## config.mk

```make
export PLATFORM = sky130hd
export DESIGN_NAME = onewire_cmd_tx
export DESIGN_NICKNAME = d
export VERILOG_FILES = /design/src/rtl/onewire_cmd_tx.sv
export SDC_FILE = /design/constraint.sdc
export NUM_CORES = 1
export LEC_CHECK = 0
export BUFFER_PORTS_ARGS = -buffer_cell sky130_fd_sc_hd__buf_2
export CAP_MARGIN = 20
export CORE_MARGIN = 2
export CORE_UTILIZATION = 30
export DETAILED_ROUTE_END_ITERATION = 8
export SLEW_MARGIN = 5
export SYNTH_ARGS = -nofsm -noshare
export SYNTH_HDL_FRONTEND = slang
export SYNTH_SLANG_ARGS = --single-unit
```

## constraint.sdc

```tcl
create_clock -name clk -period 4.2 [get_ports clk]
set_input_delay 0.84 -clock clk [delete_from_list [all_inputs] [get_ports clk]]
set_output_delay 0.84 -clock clk [all_outputs]
set_load 0.01 [all_outputs]
```

## src/rtl/onewire_cmd_tx.sv

```systemverilog
module onewire_cmd_tx #(
  parameter int PW         = 16,
  parameter int P_MIN      = 625,
  parameter int P_MAX      = 58823,
  parameter int START_CYC  = 200,
  parameter int EOS_CYC    = 200,
  parameter int ACKV_CYC   = 1000,
  parameter int ACK_SAMPLE = 2000,
  parameter int ACK_WIN    = 51200
) (
  input  logic          clk,
  input  logic          rst_n,
  input  logic          start,
  input  logic [8:0]    level,
  input  logic          ack_req,
  input  logic [PW-1:0] period,
  input  logic          line_in,
  output logic          line_out,
  output logic          line_oe,
  output logic          busy,
  output logic          ack_fail
);
  localparam int T1   = (START_CYC > EOS_CYC) ? START_CYC : EOS_CYC;
  localparam int T2   = (ACKV_CYC > ACK_WIN) ? ACKV_CYC : ACK_WIN;
  localparam int TMAX = (T1 > T2) ? T1 : T2;
  localparam int CW   = ($clog2(TMAX + 1) > PW) ? $clog2(TMAX + 1) : PW;
  localparam logic [7:0] ADDR = 8'h8F;

  typedef enum logic [2:0] {S_IDLE, S_START, S_LO, S_HI, S_EOS, S_ACKV, S_REL} st_t;

  st_t            st;
  logic [CW-1:0]  cnt, short_q, long_q;
  logic [23:0]    sh;
  logic [4:0]     idx;
  logic           ackq;
  logic [PW-1:0]  pc;

  always_comb begin
    if (period < PW'(P_MIN))      pc = PW'(P_MIN);
    else if (period > PW'(P_MAX)) pc = PW'(P_MAX);
    else                          pc = period;
  end

  assign busy     = (st != S_IDLE);
  assign line_oe  = (st != S_REL);
  assign line_out = (st == S_IDLE) || (st == S_START) || (st == S_HI);

  always_ff @(posedge clk or negedge rst_n) begin
    if (!rst_n) begin
      st       <= S_IDLE;
      cnt      <= '0;
      short_q  <= '0;
      long_q   <= '0;
      sh       <= '0;
      idx      <= '0;
      ackq     <= 1'b0;
      ack_fail <= 1'b0;
    end else begin
      case (st)
        S_IDLE: if (start) begin
          sh       <= {ADDR, 5'b0, ack_req, 1'b0, level};
          ackq     <= ack_req;
          short_q  <= CW'(pc / PW'(3));
          long_q   <= CW'(pc - pc / PW'(3));
          ack_fail <= 1'b0;
          idx      <= '0;
          cnt      <= CW'(START_CYC - 1);
          st       <= S_START;
        end
        S_START: if (cnt == '0) begin
          cnt <= sh[0] ? short_q - 1'b1 : long_q - 1'b1;
          st  <= S_LO;
        end else cnt <= cnt - 1'b1;
        S_LO: if (cnt == '0) begin
          cnt <= sh[0] ? long_q - 1'b1 : short_q - 1'b1;
          st  <= S_HI;
        end else cnt <= cnt - 1'b1;
        S_HI: if (cnt == '0) begin
          if (idx == 5'd23) begin
            cnt <= ackq ? CW'(ACKV_CYC - 1) : CW'(EOS_CYC - 1);
            st  <= ackq ? S_ACKV : S_EOS;
          end else begin
            idx <= idx + 1'b1;
            sh  <= sh >> 1;
            cnt <= sh[1] ? short_q - 1'b1 : long_q - 1'b1;
            st  <= S_LO;
          end
        end else cnt <= cnt - 1'b1;
        S_EOS: if (cnt == '0) st <= S_IDLE;
               else cnt <= cnt - 1'b1;
        S_ACKV: if (cnt == '0) begin
          cnt <= CW'(ACK_WIN - 1);
          st  <= S_REL;
        end else cnt <= cnt - 1'b1;
        S_REL: begin
          if (cnt == CW'(ACK_WIN - 1 - ACK_SAMPLE) && line_in) ack_fail <= 1'b1;
          if (cnt == '0) st <= S_IDLE;
          else cnt <= cnt - 1'b1;
        end
        default: st <= S_IDLE;
      endcase
    end
  end
endmodule

```

# == Word-level counts from Yosys, hierarchy flattened ==
# Index checks and enable logic that the tools add are counted.
# word_totals
regBits,82
latchBits,0
ram_bits,0
rom_bits,0
inputBits,30
output_inout_bits,4
wordCells,83
n_memories,0
# op_classes
addsub,5
multipliers,0
div,1
magnitude_cmp,2
n_eq_ne,18
shifts,0
mux,34
n_bitwise,0
reduce_logical,15
# op_table
operator,count
16-bit two-way mux,12
16-bit one-hot mux with 6 select lines,1
24-bit two-way mux,3
24-bit one-hot mux with 2 select lines,1
16-bit by 1-bit subtractor with 16-bit output (second input constant),3
3-bit two-way mux,7
3-bit one-hot mux with 6 select lines,1
16-bit by 2-bit divider with 16-bit output (second input constant),1
16-bit == test (second input constant),1
16-bit greater-than comparator (second input constant),1
16-bit zero test,1
16-bit by 10-bit < comparator with 1-bit output (second input constant),1
16-bit subtractor,1
5-bit two-way mux,3
2-bit != test (second input constant),6
10-bit two-way mux,1
5-bit one-hot mux with 2 select lines,1
3-bit == test (second input constant),3
3-bit by 2-bit == test with 1-bit output (second input constant),2
2-bit by 1-bit != test with 1-bit output (second input constant),3
3-bit AND reduction,2
6-bit AND reduction,1
6-bit nonzero test,1
5-bit by 1-bit adder with 5-bit output (second input constant),1
13 further kinds,17

# == Logic depth before layout (Yosys ltp) ==
# depth
word_depth,5
mapped_depth,43

# == Least setup slack after synthesis ==
# No wires, ideal clock.
# synth_timing
kind,input port to flip-flop
startpoint,in period[15]
endpoint,reg long_q[14]
t_arrival_ps,7445
slack_ps,-3381
cell_stages,40
n_path_buf,2
path_cell_list,buf_6 > and2b_4 > buf_6 > or2_4 > o32ai_4 > or2_2 > mux2i_1 > o211ai_2 > o21ai_4 > o32ai_1 > nor3_1 > inv_1 > ha_1 > nor2_2 > ha_1 > inv_1 > ha_1 > nor3b_2 > [... 4 more ...] > nand3_1 > ha_1 > inv_1 > fa_1 > a21o_1 > a21oi_1 > o21ai_0 > a21oi_1 > o21ai_0 > a21oi_1 > o21ai_0 > a21oi_1 > o21bai_1 > a21oi_1 > o21bai_1 > a21oi_1 > xor2_1 > o21ai_0
# synth_via
elab_chain_len,5
# synth_rtl
item,line_no,rtl
"start, declared",16,"input logic [PW-1:0] period,"
16-bit greater-than comparator,40,else if (period > PW'(P_MAX)) pc = PW'(P_MAX);
16-bit two-way mux,40,
16-bit two-way mux (*),39,if (period < PW'(P_MIN)) pc = PW'(P_MIN);
16-bit by 2-bit divider with 16-bit output,64,long_q <= CW'(pc - pc / PW'(3));
16-bit subtractor (*),64,
"end signal, assigned",64,
"end, declared",32,"logic [CW-1:0] cnt, short_q, long_q;"
# Mark *: on every way between the ends. The rest lies on a longest branch, timed or not.
# A chain may end at the register's enable or synchronous reset.

# == Worst setup path after layout ==
# layout_timing
startpoint,in period[14]
endpoint,reg long_q[14]
# The elaborated chain is that of the path after synthesis.

==> results_dict.tcl <==
set metrics [dict create \
    synth.largest_area_cell "dfrtp_1" \
    hold_violations 0 \
    irDropWorstVdd_mv 0.2240 \
    power_leakage_nw 4.110 \
    synth_top_area_share_pct 29.26 \
    start_util_pct 30.60 \
    cp.arrival_ps 6850 \
    cts_buffers 9 \
    first_pass_iters 5 \
    syn_avg_cell_area_sq_um 7.681 \
    netlist_instances 902 \
    io_buffers 33 \
    antenna_cells 0 \
    fillCellCount 2205 \
    initialDrtViolationCount 400 \
    synth-seq-cells 81 \
    relSlewSlack_pct 40.75 \
    core_sq_um 22640 \
    timing.setup.tns_ps -29150 \
    hold_ws_ps 456.2 \
    finalPower_mw 3.434 \
    antenna_left 0 \
    stdcell_area_sq_um 9383 \
    dp_hpwl_microns 13990 \
    cts.reportedPaths.clkPinSlew_ps 70 \
    rsz0062_at_grt "true" \
    max_clock_freq_mhz 150.1 \
    ys.flop_type "dfrtp_1" \
    slowest_delay_ps 400 \
    cellPowerDensity_nw_per_um2 366.0 \
    status "finished with violations" \
    routed_via_density 5.250 \
    fin_crit_ps 6661 \
    required_ps 4390 \
    synth_area_leaders "dfrtp_1 29%, nand2_1 7.4%, o21ai_0 6.5%" \
    drive_gt1_share_pct 30.55 \
    cts_tree "yes" \
    worst-setup-path-type "primary input to register" \
    syn_nets 955 \
    critPathLaunchType "primary input" \
    die_w_microns 156.0 \
    dieArea_sq_um 24330 \
    clock_latency_ps 340 \
    ios 34 \
    ys_warn_count 0 \
    worstMarginPinSlew_ps 888.7 \
    syn-cell-area_sq_um 6928 \
    grt_max_degree 82 \
    synth_cell_types 90 \
    fin_crit_sh_pct 158.6 \
    end_kind "register" \
    layoutNonFillerInstCount 1352 \
    antenna_found_initial 0 \
    row_count 55 \
    dr_total_vias 7098 \
    layout_commonest_cell "buf_4" \
    crit_slowest_cell "o32ai_4" \
    cts_root_buffer "clkbuf_16" \
    grt_pass1_vias 6627 \
    routedWlPerCell_microns 14.32 \
    dpl_cell_area_sq_um 8411 \
    cts_buffer_depth 2 \
    drc 0 \
    hold_path_class "primary input to async pin" \
    ys_seq_area_share_pct 29.26 \
    timing.final.ws_setup_ps -2461 \
    finalWirelength_microns 19360 \
    overflow 0 \
    track_usage_pct 15.92 \
    final_cell_mix "156 x buf_4, 133 x nand2_1, 81 x dfrtp_1, 77 x o21ai_0, 67 x nor2_1" \
    dp_cells 1307 \
    htreeDepth 3 \
    grt_first_pass_wirelength_microns 32420 \
    path_max_fanout 7 \
    setup_violations 17 \
    cts.sinks 81 \
    finalClockSkew_ps 5.833 \
    drv_cap 0 \
    synth_edf_count 0 \
    dpl_worst_slack_ps -3016 \
    fin_util_pct 41.44 \
    die_height_microns 156.0 \
    area.growth.synth_to_final_pct 35.43 \
    fin_nets 1115 \
    cts_hold_buf 0 \
    failed_checks "negative setup slack" \
    worst_path_most_repeated_cell "a21oi_2" \
    async_flop_share_pct 100.0 \
    slew_violations 0 \
    gp_congestion 0.9101 \
]
==> power by group <==
| group | switching, mW | total, mW | internal [mW] |
|---|---|---|---|
| Sequential | 0.133 | 1.01 | 0.881 |
| Clock | 0.357 | 0.892 | 0.535 |
| Combinational | 0.726 | 1.53 | 0.802 |
| Total | 1.22 | 3.43 | 2.22 |
==> worst max-delay path: cells and delay by family <==
| family | cells | cell delay (ps) |
|---|---|---|
| compound gates | 19 | 2760 |
| fa+ha+maj | 6 | 1330 |
| mux | 1 | 300 |
| buf+inv | 4 | 250 |
| xor+xnor | 1 | 160 |
| simple gates | 8 | 1220 |
==> worst paths after layout <==
check | startpoint | to | slack, ps | depth (start not counted)
worst max-delay path | period[14] | long_q[14]$_DFFE_PN0P_ | -2460 | 39
max in group asynchronous | rst_n | short_q[13]$_DFFE_PN0P_ | 3150 | 2
worst min register to register | sh[9]$_DFFE_PN0P_ | sh[9]$_DFFE_PN0P_ | 470 | 2
worst max register to register | cnt[0]$_DFFE_PN0P_ | cnt[4]$_DFFE_PN0P_ | 650 | 14
min in group clk | sh[9]$_DFFE_PN0P_ | sh[9]$_DFFE_PN0P_ | 470 | 2
worst min-delay path | rst_n | sh[4]$_DFFE_PN0P_ | 460 | 1
==> area by class of cell <==
cell class / count / area (sq um) / share of cell area, %
Multi-Input combinational cell: 727 / 4936 / 52.61
Sequential cell: 81 / 2027 / 21.60
Timing Repair Buffer: 203 / 1577 / 16.80
Tap cell: 285 / 356.6 / 3.801
Clock buffer: 9 / 225.2 / 2.400
Inverter: 40 / 152.6 / 1.627
Clock inverter: 7 / 108.9 / 1.160
==> timing repair <==
item                                    in CTS  in global routing
cloned                                       1                  0
gates resized for setup                     57                 34
setup buffers                               26                  7
pin swaps                                   48                 25
endpoints found under the setup margin      17                 18
==> cell usage after synthesis, drive strengths merged, types with 6 or more instances <==
cell type	instances
nand2	137
o21ai	101
dfrtp	81
nor2	76
a21oi	66
clkbuf	40
inv	40
nor3	33
xnor2	30
nand3	25
ha	22
mux2i	17
xor2	16
buf	14
or3	13
a31oi	12
o22ai	12
a211oi	11
and2	8
nand2b	8
nor2b	8
nor4	8
o31ai	8
and3	7
o211ai	7
o21a	7
o221ai	7
or2	7
a21o	6
nand4	6
o2111ai	6
==> layer usage <==
| layer | share of wire [%] | track usage, % | vias up |
|---|---|---|---|
| met5 | 0 | 0 | - |
| met4 | 1.5 | 3.888 | 0 |
| met3 | 3.9 | 2.056 | 25 |
| met2 | 46 | 25.54 | 159 |
| met1 | 48 | 22.73 | 3345 |
| li1 | - | - | 3569 |
==> sequential cells by signal (all words and copies together), names as in the netlist <==
| signal | count |
|---|---|
| sh | 24 |
| long_q | 16 |
| idx | 5 |
| short_q | 15 |
| ackq | 1 |
| st | 3 |
| cnt | 16 |
| ack_fail | 1 |
==> kinds of logic after synthesis <==
family,synth area share (%)
AND/OR/NAND/NOR,24.60
AO/OA/AOI/OAI,27.72
buffers and inverters,5.833
flip-flops,29.26
XOR/XNOR,5.815
adder cells (fa/ha/maj),4.262
multiplexers,2.510
(Power assumes the default switching activity.)
